## config.mk

```make
export PLATFORM = sky130hd
export DESIGN_NAME = ddr2_pwrup_seq
export DESIGN_NICKNAME = d
export VERILOG_FILES = /design/src/rtl/ddr2_seq_pkg.sv /design/src/rtl/ddr2_step_rom.sv /design/src/rtl/ddr2_us_timer.sv /design/src/rtl/ddr2_lock_watch.sv /design/src/rtl/ddr2_pwrup_seq.sv
export SDC_FILE = /design/constraint.sdc
export NUM_CORES = 1
export LEC_CHECK = 0
export ABC_AREA = 1
export BUFFER_PORTS_ARGS = -buffer_cell sky130_fd_sc_hd__buf_2
export CAP_MARGIN = 40
export CELL_PAD_IN_SITES_DETAIL_PLACEMENT = 2
export CELL_PAD_IN_SITES_GLOBAL_PLACEMENT = 2
export CORE_MARGIN = 2
export CORE_UTILIZATION = 28
export DETAILED_ROUTE_END_ITERATION = 10
export GPL_ROUTABILITY_DRIVEN = 0
export HOLD_SLACK_MARGIN = 0.06
export PLACE_DENSITY_LB_ADDON = 0.1
export SLEW_MARGIN = 20
export SYNTH_ARGS = -nofsm -noshare
export SYNTH_HDL_FRONTEND = slang
export SYNTH_SLANG_ARGS = --single-unit
```

## constraint.sdc

```tcl
create_clock -name clk -period 4.4 [get_ports clk]
set_clock_uncertainty 0.2 [all_clocks]
set_input_delay 0.66 -clock clk [delete_from_list [all_inputs] [get_ports clk]]
set_output_delay 0.66 -clock clk [all_outputs]
set_load 0.02 [all_outputs]
```

## src/rtl/ddr2_seq_pkg.sv

```systemverilog
package ddr2_seq_pkg;

    localparam int STEP_W    = 4;
    localparam int NUM_STEPS = 13;
    localparam int DLL_W     = 18;

    typedef enum logic [3:0] {
        CMD_NONE  = 4'd0,
        CMD_WAKE  = 4'd1,
        CMD_NOP   = 4'd2,
        CMD_PREA  = 4'd3,
        CMD_AREF  = 4'd4,
        CMD_MRS   = 4'd5,
        CMD_EMR1  = 4'd6,
        CMD_EMR2  = 4'd7,
        CMD_EMR3  = 4'd8
    } mem_cmd_e;

    typedef enum logic [1:0] {
        MODE_SDR  = 2'd0,
        MODE_DDR  = 2'd1,
        MODE_DDR2 = 2'd2
    } mem_mode_e;

    typedef enum logic [3:0] {
        S_IDLE,
        S_DLL_ON,
        S_DLL_GO,
        S_LOCK,
        S_WAIT,
        S_ISSUE,
        S_GUARD,
        S_POLL,
        S_DONE,
        S_ERR
    } seq_state_e;

    typedef struct packed {
        mem_cmd_e    kind;
        logic [15:0] word;
        logic        pause_after;
        logic        final_step;
    } seq_step_t;

    localparam logic [2:0] BURST_CODE_DDR2 = 3'd3;
    localparam logic [2:0] BURST_CODE_SDR  = 3'd2;
    localparam logic [7:0] DLL_START_PT    = 8'h28;
    localparam logic [7:0] DLL_STEP_INC    = 8'h28;

    // PHY DLL word: bit 17 enable, bit 16 start, [15:8] start point, [7:0] step
    function automatic logic [DLL_W-1:0] dll_word(input logic go);
        logic [DLL_W-1:0] w;
        w        = '0;
        w[17]    = 1'b1;
        w[16]    = go;
        w[15:8]  = DLL_START_PT;
        w[7:0]   = DLL_STEP_INC;
        return w;
    endfunction

    // Mode register: burst [2:0], CAS [6:4], DLL reset [8], write recovery-1 [11:9]
    function automatic logic [15:0] mr_word(input logic [2:0] cas,
                                            input logic [2:0] wr_m1,
                                            input logic       dll_rst,
                                            input logic [2:0] burst);
        logic [15:0] w;
        w        = '0;
        w[2:0]   = burst;
        w[6:4]   = cas;
        w[8]     = dll_rst;
        w[11:9]  = wr_m1;
        return w;
    endfunction

    // Extended mode 1: DLL on (bit0=0), reduced drive, 75 ohm termination, OCD field [9:7]
    function automatic logic [15:0] emr1_word(input logic ocd_default);
        logic [15:0] w;
        w        = '0;
        w[1]     = 1'b1;
        w[2]     = 1'b1;
        w[9:7]   = ocd_default ? 3'b111 : 3'b000;
        return w;
    endfunction

endpackage

```

## src/rtl/ddr2_step_rom.sv

```systemverilog
module ddr2_step_rom
    import ddr2_seq_pkg::*;
#(
    parameter int CAS_LAT = 6,
    parameter int WR_REC  = 6
) (
    input  logic [STEP_W-1:0] idx,
    output seq_step_t         step
);
    localparam logic [2:0] CAS3 = 3'(CAS_LAT);
    localparam logic [2:0] WRM1 = 3'(WR_REC - 1);
    localparam logic [15:0] MR_RST  = mr_word(CAS3, WRM1, 1'b1, BURST_CODE_DDR2);
    localparam logic [15:0] MR_RUN  = mr_word(CAS3, WRM1, 1'b0, BURST_CODE_DDR2);
    localparam logic [15:0] EMR_STD = emr1_word(1'b0);
    localparam logic [15:0] EMR_OCD = emr1_word(1'b1);

    always_comb begin
        step = '{kind: CMD_NONE, word: 16'h0, pause_after: 1'b0, final_step: 1'b1};
        case (idx)
            4'd0:  step = '{CMD_WAKE, 16'h0,   1'b0, 1'b0};
            4'd1:  step = '{CMD_NOP,  16'h0,   1'b0, 1'b0};
            4'd2:  step = '{CMD_PREA, 16'h0,   1'b0, 1'b0};
            4'd3:  step = '{CMD_EMR2, 16'h0,   1'b0, 1'b0};
            4'd4:  step = '{CMD_EMR3, 16'h0,   1'b0, 1'b0};
            4'd5:  step = '{CMD_EMR1, EMR_STD, 1'b1, 1'b0};
            4'd6:  step = '{CMD_MRS,  MR_RST,  1'b1, 1'b0};
            4'd7:  step = '{CMD_PREA, 16'h0,   1'b1, 1'b0};
            4'd8:  step = '{CMD_AREF, 16'h0,   1'b1, 1'b0};
            4'd9:  step = '{CMD_AREF, 16'h0,   1'b1, 1'b0};
            4'd10: step = '{CMD_MRS,  MR_RUN,  1'b1, 1'b0};
            4'd11: step = '{CMD_EMR1, EMR_OCD, 1'b0, 1'b0};
            4'd12: step = '{CMD_EMR1, EMR_STD, 1'b0, 1'b1};
            default: ;
        endcase
    end
endmodule

```

## src/rtl/ddr2_us_timer.sv

```systemverilog
module ddr2_us_timer #(
    parameter int CYC_PER_US = 400,
    parameter int LONG_US    = 200
) (
    input  logic clk,
    input  logic rst,
    input  logic load,
    input  logic load_long,
    output logic zero
);
    localparam int LONG_CYC = LONG_US * CYC_PER_US;
    localparam int CW       = $clog2(LONG_CYC + 1);
    localparam logic [CW-1:0] LONG_RELOAD  = CW'(LONG_CYC - 1);
    localparam logic [CW-1:0] SHORT_RELOAD = CW'(CYC_PER_US - 1);

    logic [CW-1:0] cnt;

    always_ff @(posedge clk) begin
        if (rst)
            cnt <= '0;
        else if (load)
            cnt <= load_long ? LONG_RELOAD : SHORT_RELOAD;
        else if (cnt != '0)
            cnt <= cnt - 1'b1;
    end

    assign zero = (cnt == '0);

    assert_wait_countdown_R7: assert property (@(posedge clk) disable iff (rst)
        (!load && cnt != '0) |=> (cnt == $past(cnt) - 1'b1));

    assert_long_reload_R3: assert property (@(posedge clk) disable iff (rst)
        (load && load_long) |=> (cnt == LONG_RELOAD));

    assert_short_reload_R7: assert property (@(posedge clk) disable iff (rst)
        (load && !load_long) |=> (cnt == SHORT_RELOAD));
endmodule

```

## src/rtl/ddr2_lock_watch.sv

```systemverilog
module ddr2_lock_watch #(
    parameter int LOCK_TIMEOUT = 4096
) (
    input  logic       clk,
    input  logic       rst,
    input  logic       arm,
    input  logic [1:0] lock_bits,
    output logic       locked,
    output logic       expired
);
    localparam int TW = $clog2(LOCK_TIMEOUT + 1);
    localparam logic [TW-1:0] LAST = TW'(LOCK_TIMEOUT - 1);

    logic [TW-1:0] cnt;

    always_ff @(posedge clk) begin
        if (rst || !arm)
            cnt <= '0;
        else if (cnt != LAST)
            cnt <= cnt + 1'b1;
    end

    assign locked  = |lock_bits;
    assign expired = arm && !locked && (cnt == LAST);

    assert_lock_count_R9: assert property (@(posedge clk) disable iff (rst)
        (arm && cnt != LAST) |=> (!arm || cnt == $past(cnt) + 1'b1));

    assert_lock_clear_R9: assert property (@(posedge clk) disable iff (rst)
        !arm |=> (cnt == '0));
endmodule

```

## src/rtl/ddr2_pwrup_seq.sv

```systemverilog
module ddr2_pwrup_seq
    import ddr2_seq_pkg::*;
#(
    parameter int CYC_PER_US   = 400,
    parameter int LOCK_TIMEOUT = 4096,
    parameter int CAS_LAT      = 6,
    parameter int WR_REC       = 6
) (
    input  logic        clk,
    input  logic        rst,
    input  logic        start,
    input  logic [1:0]  mem_mode,
    input  logic [1:0]  phy_lock_bits,
    input  logic        ctl_busy,
    output logic [17:0] dll_cfg,
    output logic        dll_cfg_wr,
    output logic        cmd_valid,
    output logic [3:0]  cmd_kind,
    output logic [15:0] cmd_word,
    output logic        done,
    output logic        lock_err
);
    localparam int START_WAIT_US = 200;
    localparam logic [DLL_W-1:0] DLL_ON_VAL = dll_word(1'b0);
    localparam logic [DLL_W-1:0] DLL_GO_VAL = dll_word(1'b1);

    seq_state_e        st, nxt;
    logic [STEP_W-1:0] step_q, step_nxt;
    seq_step_t         cur;
    logic              tmr_load, tmr_long, tmr_zero;
    logic              lk_seen, lk_expired;

    ddr2_step_rom #(.CAS_LAT(CAS_LAT), .WR_REC(WR_REC)) u_rom (
        .idx  (step_q),
        .step (cur)
    );

    ddr2_us_timer #(.CYC_PER_US(CYC_PER_US), .LONG_US(START_WAIT_US)) u_tmr (
        .clk       (clk),
        .rst       (rst),
        .load      (tmr_load),
        .load_long (tmr_long),
        .zero      (tmr_zero)
    );

    ddr2_lock_watch #(.LOCK_TIMEOUT(LOCK_TIMEOUT)) u_lock (
        .clk       (clk),
        .rst       (rst),
        .arm       (st == S_LOCK),
        .lock_bits (phy_lock_bits),
        .locked    (lk_seen),
        .expired   (lk_expired)
    );

    always_comb begin
        nxt      = st;
        step_nxt = step_q;
        tmr_load = 1'b0;
        tmr_long = 1'b0;
        case (st)
            S_IDLE:
                if (start)
                    nxt = (mem_mode == MODE_DDR2) ? S_DLL_ON : S_DONE;
            S_DLL_ON: nxt = S_DLL_GO;
            S_DLL_GO: nxt = S_LOCK;
            S_LOCK: begin
                if (lk_seen) begin
                    nxt      = S_WAIT;
                    tmr_load = 1'b1;
                    tmr_long = 1'b1;
                    step_nxt = '0;
                end else if (lk_expired) begin
                    nxt = S_ERR;
                end
            end
            S_WAIT:  if (tmr_zero) nxt = S_ISSUE;
            S_ISSUE: nxt = S_GUARD;
            S_GUARD: nxt = S_POLL;
            S_POLL: begin
                if (!ctl_busy) begin
                    if (cur.final_step) begin
                        nxt = S_DONE;
                    end else begin
                        step_nxt = step_q + STEP_W'(1);
                        if (cur.pause_after) begin
                            nxt      = S_WAIT;
                            tmr_load = 1'b1;
                        end else begin
                            nxt = S_ISSUE;
                        end
                    end
                end
            end
            S_DONE:  nxt = S_DONE;
            S_ERR:   nxt = S_ERR;
            default: nxt = S_IDLE;
        endcase
    end

    always_ff @(posedge clk) begin
        if (rst) begin
            st     <= S_IDLE;
            step_q <= '0;
        end else begin
            st     <= nxt;
            step_q <= step_nxt;
        end
    end

    assign dll_cfg_wr = (st == S_DLL_ON) || (st == S_DLL_GO);
    assign dll_cfg    = (st == S_DLL_ON) ? DLL_ON_VAL :
                        (st == S_DLL_GO) ? DLL_GO_VAL : '0;
    assign cmd_valid  = (st == S_ISSUE);
    assign cmd_kind   = cmd_valid ? cur.kind : CMD_NONE;
    assign cmd_word   = cmd_valid ? cur.word : 16'h0;
    assign done       = (st == S_DONE);
    assign lock_err   = (st == S_ERR);

    assert_cmd_pulse_R10: assert property (@(posedge clk) disable iff (rst)
        cmd_valid |=> !cmd_valid);

    assert_done_sticky_R10: assert property (@(posedge clk) disable iff (rst)
        done |=> (done && !cmd_valid && !dll_cfg_wr));

    assert_err_halt_R9: assert property (@(posedge clk) disable iff (rst)
        lock_err |=> (lock_err && !cmd_valid && !dll_cfg_wr));

    assert_done_err_excl_R9: assert property (@(posedge clk) disable iff (rst)
        !(done && lock_err));

    assert_dll_pair_R1: assert property (@(posedge clk) disable iff (rst)
        (dll_cfg_wr && !dll_cfg[16]) |=> (dll_cfg_wr && dll_cfg == DLL_GO_VAL));

    assert_busy_hold_R6: assert property (@(posedge clk) disable iff (rst)
        (st == S_POLL && ctl_busy) |=> !cmd_valid);

    assert_no_cmd_unlocked_R2: assert property (@(posedge clk) disable iff (rst)
        (st == S_LOCK && phy_lock_bits == 2'b00) |=> !cmd_valid);
endmodule

```

==> run_results.csv, run 1 <==
group,metric,value,unit
clock_network,cts_max_level,2,
setup_path,worst_path_most_repeated_cell,"nand3_1",
clock_network,cts.root.buffer_cell,"clkbuf_8",
routing,via_count,2513,
routing,drt_iter0_drc,40,
layout,mostFrequentLayoutCell,"nand2_1",
global_routing,grt-ovfl-total,0,
synth,synth_top_family_by_area,"simple AND/OR/NAND/NOR gates",
hold_path,holdCritPathClass,"reg -> reg",
clock_network,clkTransAtPathRegs,70,ps
layout,finalInstanceArea,2930,um2
power_and_ir_drop,max-vdd-ir-drop,0.216,mV
global_routing,antenna_found_initial,0,
clock_network,post_cts_buffers,0,
clock_network,cts.path.max_buffers,2,
layout,areaGrowthSynthToFinish,9.87,%
job,drv_cap,0,
timing,min_period,2800,ps
clock_network,cts_tree,"done",
placed_design,dp_cells,547,
synth,yosys_warnings,0,
floorplanning,io_pins,50,
floorplanning,die_x,102,um
power_and_ir_drop,powerDensity,493,nW/um2
power_and_ir_drop,p_leak,1.41,nW
synth,yosys.area_share.adder,3.29,%
layout,num_antenna_cells,0,
setup_path,start_kind,"flip-flop",
setup_path,arrival,1940,ps
layout,layout_common_cells,"nand2_1 (79), nor2_1 (54), inv_1 (51)",
layout,fillers,1168,
setup_path,crit_buf_inv,2,
timing,maxSlewViolCount,0,
synth,netlist_instances,400,
layout,instances_no_fill,555,
outcome,outcome,"finished clean",
synth,synth-xor-area-share,4.93,%
synth,avgSynthCellArea,6.66,um2
synth,netlist_area,2660,um2
clock_network,holdBufCountCts,0,
timing,worstMarginPinSlew,525,ps
placed_design,io_buffers,30,
global_routing,grt_pass1_vias,2624,
hold_path,hold_depth,2,
setup_path,cp_slowest_cell,"dfxtp_1",
floorplanning,rows,35,
clock_network,clock_latency,290,ps
synth,ys_ff_latch,38,
routing,ant_nets,0,
timing,hold_viol,0,
setup_path,cp.required,3540,ps
timing,rsz0062_at_grt,"false",
setup_path,rr_worst_depth,12,
setup_path,cp_slowest_stage_delay,410,ps
setup_path,cp_top_family,"simple AND/OR/NAND/NOR gates",
timing,finalSetupViolCount,0,
global_routing,grt_start_max_net_pins,19,
timing,post-route-period-util,63.6,%
synth,synth_top_area_share,28.6,%
setup_path,path_class,"reg -> out",
setup_path,end_kind,"primary output",
synth,synth_area_leaders,"dfxtp_1 (29%), nand2_1 (11%), buf_4 (7.6%)",
routing,vias_per_cell,4.53,
floorplanning,start_util,28.8,%
global_routing,grt_pass1_wl,12800,um
synth,synth.distinct_cells,41,
routing,wire_per_inst,13.5,um
routing,first_pass_iters,4,
timing,setup_tns,0,ps
setup_path,cp_cell_sequence,"inv_1 -> ha_1 -> nand3_1 -> nand3_1 -> a221oi_1 -> nor2_1 -> buf_2",
clock_network,clock_sinks,38,
floorplanning,dieArea,10300,um2
routing,routed_wl,7510,um
synth,synthMuxAreaShare,0,%
clock_network,post_cts_resize_count,0,
placed_design,place_area,2820,um2
layout,drive_gt1_share,14.6,%
setup_path,crit_fanout,6,
floorplanning,die-height,102,um
global_routing,grt_usage,15.4,%
synth,yosys.area_share.simple,35.3,%
timing,max-slew-margin-rel,64.8,%
placed_design,hpwl,6070,um
floorplanning,core_area,9240,um2
synth,synth.largest_area_cell,"dfxtp_1",
clock_network,cts_buffers,5,
timing,timing.fmax,0.357,GHz
synth,ys_seq_area_share,28.6,%
routing,drcViolationCount,0,
synth,synth_compound_area_share,11.1,%
layout,fin_nets,440,
setup_path,path_depth,7,
cells by family after synthesis:
group                    count (synthesis)
AO/OA/AOI/OAI                           54
XOR/XNOR                                15
flip-flops                              38
other                                    1
AND/OR/NAND/NOR                        198
buffers and inverters                   87
adder cells (fa/ha/maj)                  7
area by class of cell:
class                           count  area, um2  share of cell area, %
Multi-Input combinational cell    293       1530                   52.2
Clock buffer                        7       76.3                   2.61
Timing Repair Buffer               30        150                   5.13
Inverter                           57        219                   7.49
Clock inverter                      1       30.0                   1.03
Tap cell                          129        161                   5.52
Sequential cell                    38        761                   26.0
power by group:
| part | internal (mW) | switching (mW) | total (mW) |
|---|---|---|---|
| Combinational | 0.233 | 0.438 | 0.671 |
| Clock | 0.170 | 0.126 | 0.296 |
| Sequential | 0.409 | 0.0662 | 0.475 |
metal layers:
metal / GRT usage (%) / up-vias / part of all wire, %
met5: 0 / - / 0
met4: 4.05 / 0 / 0.95
met3: 2.55 / 7 / 2.4
met2: 25.4 / 30 / 46
met1: 21.0 / 1195 / 50
li1: - / 1281 / -
worst register-to-register path, delay by kind of cell, from the launching register on:
family | cells | cell delay (ps)
buffers and inverters | 2 | 210
adder cells (fa/ha/maj) | 1 | 290
AO/OA/AOI/OAI | 1 | 50
AND/OR/NAND/NOR | 8 | 990
flip-flops | 1 | 410
cells in the mapped netlist:
cell,number
a211oi_1,3
nand2_1,79
nand2_4,1
o21bai_1,1
clkbuf_1,1
nor4_2,1
o21ai_1,3
nand4_1,5
nor3_2,1
inv_2,5
nand2_8,1
nand2_2,4
nor3_1,10
conb_1,1
o31ai_1,1
nand3b_1,2
ha_1,7
nand3_4,1
nor2_4,2
buf_2,1
a221oi_1,1
buf_4,27
xnor2_1,4
nand3_1,25
inv_1,51
o21ai_0,12
dfxtp_1,38
o22ai_1,1
a41oi_1,1
a31oi_1,2
xor2_1,11
a21oi_1,28
nand3b_2,1
inv_6,1
nor2_1,54
nand3_2,2
nor2_2,5
nor2_8,1
nor4_1,3
o211ai_1,1
buf_6,1
state kept, by name (all words and copies together) (netlist names):
name        cells
u_tmr.cnt      17
u_lock.cnt     13
st              4
step_q          4
through the flow:
step / utilization, % / hold WS [ps] / setup WS (ps) / total power [mW]
floorplan: - / 239 / 2150 / 1.02
global placement: 30.5 / 248 / 2030 / 1.14
detailed placement: 30.5 / 264 / 1910 / 1.16
CTS: 31.7 / 278 / 1600 / 1.47
global route: 31.7 / 308 / 1430 / 1.59
finish: 31.7 / 268 / 1600 / 1.44
path summary, 6_finish.rpt:
check,startpoint,end,slack [ps]
worst max-delay path,step_q[0],cmd_kind[1],1600
worst min-delay path,u_tmr.cnt[0],u_tmr.cnt[0],270
worst max register to register,step_q[0],u_tmr.cnt[1],2130
worst min register to register,u_tmr.cnt[0],u_tmr.cnt[0],270
(Power assumes the default switching activity.)
==> run 2, diff against run 1 <==
clock period = 2.8 ns   (was 4.4 ns; I/O delays follow)
==> run 2 against run 1 <==
Net effect:
- cell count did not move
- first-iteration DRC count down 20%
- design area decreased by 0.39%
- combinational power is 62% higher
- total power up 55%
- sequential share of layout area increased by 0.10 points
- setup slack lost 1300 ps
- via count increased by 1.9%
- global-route usage is 0.45 points higher
- die area is the same
- critical endpoint unchanged
- largest power group unchanged
==> run_results.csv, run 2 (synthesized netlist as in run 1, its figures left out) <==
group,metric,value,unit
setup_path,reg2reg_slack,520,ps
clock_network,cts_tree,"done",
global_routing,grt_pass1_vias,2685,
placed_design,io_buffers,30,
hold_path,hold_depth,2,
setup_path,arrival,1920,ps
timing,finalSetupViolCount,0,
timing,min_period,2540,ps
clock_network,cts_buffers,5,
routing,via_count,2560,
layout,areaGrowthSynthToFinish,9.45,%
timing,post-route-period-util,90.7,%
global_routing,antenna_found_initial,0,
floorplanning,die-height,102,um
layout,regMostFlops,"u_tmr.cnt",
clock_network,clock_latency,290,ps
power_and_ir_drop,p_leak,1.41,nW
clock_network,cts.root.buffer_cell,"clkbuf_8",
floorplanning,dieArea,10300,um2
setup_path,cp.required,2180,ps
hold_path,holdCritPathClass,"reg -> reg",
floorplanning,die_x,102,um
placed_design,hpwl,6330,um
outcome,outcome,"finished clean",
routing,ant_nets,0,
layout,num_antenna_cells,0,
routing,first_pass_iters,4,
routing,drcViolationCount,0,
power_and_ir_drop,max-vdd-ir-drop,0.266,mV
floorplanning,start_util,28.8,%
global_routing,grt_usage,15.9,%
layout,fin_nets,440,
timing,setup_tns,0,ps
floorplanning,rows,35,
clock_network,post_cts_resize_count,0,
clock_network,cts.path.max_buffers,2,
layout,mostFrequentLayoutCell,"nand2_1",
setup_path,rr_worst_depth,12,
setup_path,r2r_end,"u_tmr.cnt[1]",
routing,drt_iter0_drc,32,
routing,routed_wl,7820,um
global_routing,grt_pass1_wl,13000,um
routing,vias_per_cell,4.61,
layout,seqCellArea,761,um2
job,drv_cap,0,
setup_path,start_kind,"flip-flop",
layout,multi_input_area,1530,um2
timing,rsz0062_at_grt,"false",
timing,fin_ws,261,ps
layout,fillers,1180,
floorplanning,core_area,9240,um2
layout,drive_gt1_share,15.0,%
hold_path,holdPathEnd,"u_tmr.cnt[0]",
global_routing,grt_start_max_net_pins,19,
floorplanning,io_pins,50,
timing,max-slew-margin-rel,66.2,%
timing,hold_viol,0,
layout,layout_common_cells,"nand2_1 (79), nor2_1 (54), inv_1 (51)",
power_and_ir_drop,powerDensity,768,nW/um2
layout,largestRegisters,"u_tmr.cnt: 17 flops, u_lock.cnt: 13 flops",
global_routing,grt-ovfl-total,0,
routing,wire_per_inst,14.1,um
timing,worstMarginPinSlew,503,ps
placed_design,post-place-ws,501,ps
clock_network,post_cts_buffers,0,
timing,holdWs,269,ps
layout,largest_reg_flops,17,
clock_network,clock_sinks,38,
hold_path,holdCritStartpoint,"u_tmr.cnt[0]",
setup_path,crit_fanout,6,
layout,final_core_util,31.5,%
setup_path,regToRegStartpoint,"step_q[0]",
timing,timing.fmax,0.394,GHz
clock_network,cts_max_level,2,
setup_path,end_kind,"primary output",
clock_network,clkTransAtPathRegs,80,ps
setup_path,path_class,"reg -> out",
timing,maxSlewViolCount,0,
clock_network,holdBufCountCts,0,
[run 2: cell count changes in the layout (fill, tap and decap cells not counted), sizes merged]
cell | before | now
clkbuf | 7 | 6
bufinv | 1 | 0
clkinvlp | 0 | 1
clkinv | 0 | 1
[run 2: layout make-up]
cell class                 count  share of cell area [%]
timing repair buffer          30                    5.15
multi-input combinational    293                    52.4
inverter                      57                    7.51
clock buffer                   6                    2.83
tap                          129                    5.54
clock inverter                 2                   0.429
sequential                    38                    26.1
[run 2: per-stage QoR]
step	total power [mW]	cells	instance area, um2
2_1_floorplan	1.61	418	2730
5_1_grt	2.45	555	2910
3_3_place_gp	1.81	547	2820
3_5_place_dp	1.84	547	2820
6_report	2.24	555	2910
4_1_cts	2.28	555	2910
[run 2: where the power goes]
part	internal (mW)	leakage [nW]	total [mW]	switching, mW
registers	0.643	0.309	0.748	0.105
clock network	0.198	0.0472	0.404	0.205
logic	0.365	1.05	1.09	0.720
[run 2: worst max path at each step]
stage	start	endpoint	slack, ps	cells after the start
after floorplan	st[2]	cmd_word[11]	790	7
after global placement	step_q[0]	step_q[2]	530	10
after detailed placement	step_q[0]	u_tmr.cnt[1]	500	12
after CTS	step_q[0]	cmd_kind[1]	240	7
after global routing	step_q[0]	cmd_kind[1]	110	7
final	step_q[0]	cmd_kind[1]	260	7
[run 2: worst max-delay path: stages (launching register included)]
cell and delay (ps):
dfxtp_1 420, inv_1 120, ha_1 270, nand3_1 210
nand3_1 120, a221oi_1 270, nor2_1 70, buf_2 160
[run 2: per-layer routing]
metal / vias to the layer above / wire (um) / part of all wire, % / global-route usage, %
met1: 1237 / 3740 / 48 / 20.9
li1: 1277 / - / - / -
met4: 0 / 112 / 1.4 / 4.47
met3: 9 / 238 / 3.0 / 2.55
met5: - / 0 / 0 / 0
met2: 37 / 3730 / 48 / 26.9
==> run 3, diff against run 2 <==
CORE_UTILIZATION = 30   (was 28)
==> run 3 against run 2 <==
Net effect:
- first-iteration DRC count rose by 66%
- register-to-register slack got worse by 40 ps
- wire length fell by 2.8%
- clock-buffer cell count did not move
- combinational power barely moved
- setup slack got worse by 8.2 ps
- largest power group unchanged
==> run_results.csv, run 3 (synthesized netlist as in run 1, its figures left out) <==
group,metric,value,unit
floorplanning,rows,34,
global_routing,grt_start_max_net_pins,19,
global_routing,antenna_found_initial,0,
timing,setup_tns,0,ps
routing,drt_iter0_drc,53,
timing,min_period,2550,ps
setup_path,crit_fanout,6,
clock_network,post_cts_resize_count,0,
layout,largestRegisters,"u_tmr.cnt: 17 flops, u_lock.cnt: 13 flops",
power_and_ir_drop,max-vdd-ir-drop,0.347,mV
clock_network,clkTransAtPathRegs,80,ps
layout,mostFrequentLayoutCell,"nand2_1",
timing,timing.fmax,0.393,GHz
power_and_ir_drop,p_leak,1.41,nW
setup_path,path_class,"reg -> out",
routing,via_count,2543,
floorplanning,die-height,98.2,um
timing,hold_viol,0,
global_routing,grt_usage,16.3,%
routing,vias_per_cell,4.76,
hold_path,holdCritPathClass,"reg -> reg",
floorplanning,core_area,8680,um2
placed_design,post-place-ws,475,ps
timing,fin_ws,253,ps
clock_network,cts_max_level,2,
layout,regMostFlops,"u_tmr.cnt",
layout,drive_gt1_share,15.0,%
timing,post-route-period-util,91.0,%
global_routing,grt-ovfl-total,0,
power_and_ir_drop,finalPower,2.21,mW
timing,rsz0062_at_grt,"false",
floorplanning,dieArea,9650,um2
layout,fin_nets,440,
layout,areaGrowthSynthToFinish,8.46,%
global_routing,grt_pass1_vias,2704,
power_and_ir_drop,powerDensity,765,nW/um2
clock_network,clock_latency,280,ps
routing,routed_wl,7600,um
clock_network,cts.path.max_buffers,2,
clock_network,cts_tree,"done",
layout,largest_reg_flops,17,
setup_path,arrival,1930,ps
setup_path,cp_cell_sequence,"inv_1 -> ha_1 -> nand3_1 -> nand3_1 -> a221oi_1 -> nor2_1 -> buf_2",
timing,worstMarginPinSlew,542,ps
floorplanning,start_util,30.7,%
clock_network,clock_sinks,38,
routing,wire_per_inst,14.2,um
layout,fillers,1115,
placed_design,io_buffers,30,
layout,num_antenna_cells,0,
setup_path,cp_slowest_stage_delay,410,ps
setup_path,start_kind,"flip-flop",
timing,max-slew-margin-rel,63.6,%
routing,first_pass_iters,4,
outcome,outcome,"finished clean",
timing,holdWs,279,ps
setup_path,end_kind,"primary output",
clock_network,cts.root.buffer_cell,"clkbuf_8",
layout,final_core_util,33.3,%
setup_path,reg2reg_slack,480,ps
layout,layout_common_cells,"nand2_1 (79), nor2_1 (54), inv_1 (51)",
routing,drcViolationCount,0,
clock_network,cts_buffers,5,
placed_design,hpwl,6240,um
setup_path,worst_path_most_repeated_cell,"nand3_1",
timing,maxSlewViolCount,0,
floorplanning,die_x,98.2,um
setup_path,cp_slowest_cell,"dfxtp_1",
clock_network,post_cts_buffers,0,
job,drv_cap,0,
routing,ant_nets,0,
setup_path,cp.required,2180,ps
floorplanning,io_pins,50,
clock_network,holdBufCountCts,0,
timing,finalSetupViolCount,0,
global_routing,grt_pass1_wl,13100,um
==> run 3: area by class of cell <==
| cell class | instances | area, um2 | share of cell area [%] |
|---|---|---|---|
| clock buffer | 6 | 82.6 | 2.86 |
| clock inverter | 2 | 12.5 | 0.433 |
| inverter | 57 | 219 | 7.58 |
| multi-input combinational | 293 | 1530 | 52.9 |
| sequential | 38 | 761 | 26.3 |
| tap | 108 | 135 | 4.68 |
| timing repair buffer | 30 | 150 | 5.20 |
==> run 3: stage by stage <==
stage / instances / area, um2
floorplan: 418 / 2730
global placement: 526 / 2790
detailed placement: 526 / 2790
CTS: 534 / 2890
global route: 534 / 2890
finish: 534 / 2890
==> run 3: final timing paths <==
check	start	endpoint	depth (start not counted)
worst min register to register	u_lock.cnt[12]	u_lock.cnt[12]	2
worst max-delay path	step_q[0]	cmd_kind[1]	7
worst max register to register	step_q[0]	step_q[0]	10
worst min-delay path	u_lock.cnt[12]	u_lock.cnt[12]	2
==> run 3: worst max-delay path: cells and delay by family, from the launching register on <==
family | cells | cell delay, ps
buffers and inverters | 2 | 280
and+or+nand+nor | 3 | 430
AOI/OAI and AO/OA | 1 | 240
adders and majority gates | 1 | 280
DFF | 1 | 410
==> run 3: report_power, final <==
group | switching [mW] | leakage [nW] | internal, mW
logic | 0.695 | 1.05 | 0.365
registers | 0.107 | 0.309 | 0.643
clock network | 0.200 | 0.0472 | 0.198
total | 1.00 | 1.41 | 1.21
==> run 3: per-layer routing <==
metal	track usage, %	vias up	share of wire (%)
li1	-	1287	-
met1	21.9	1213	49
met2	27.7	33	47
met3	2.79	10	2.6
met4	3.27	0	1.3
met5	0	-	0
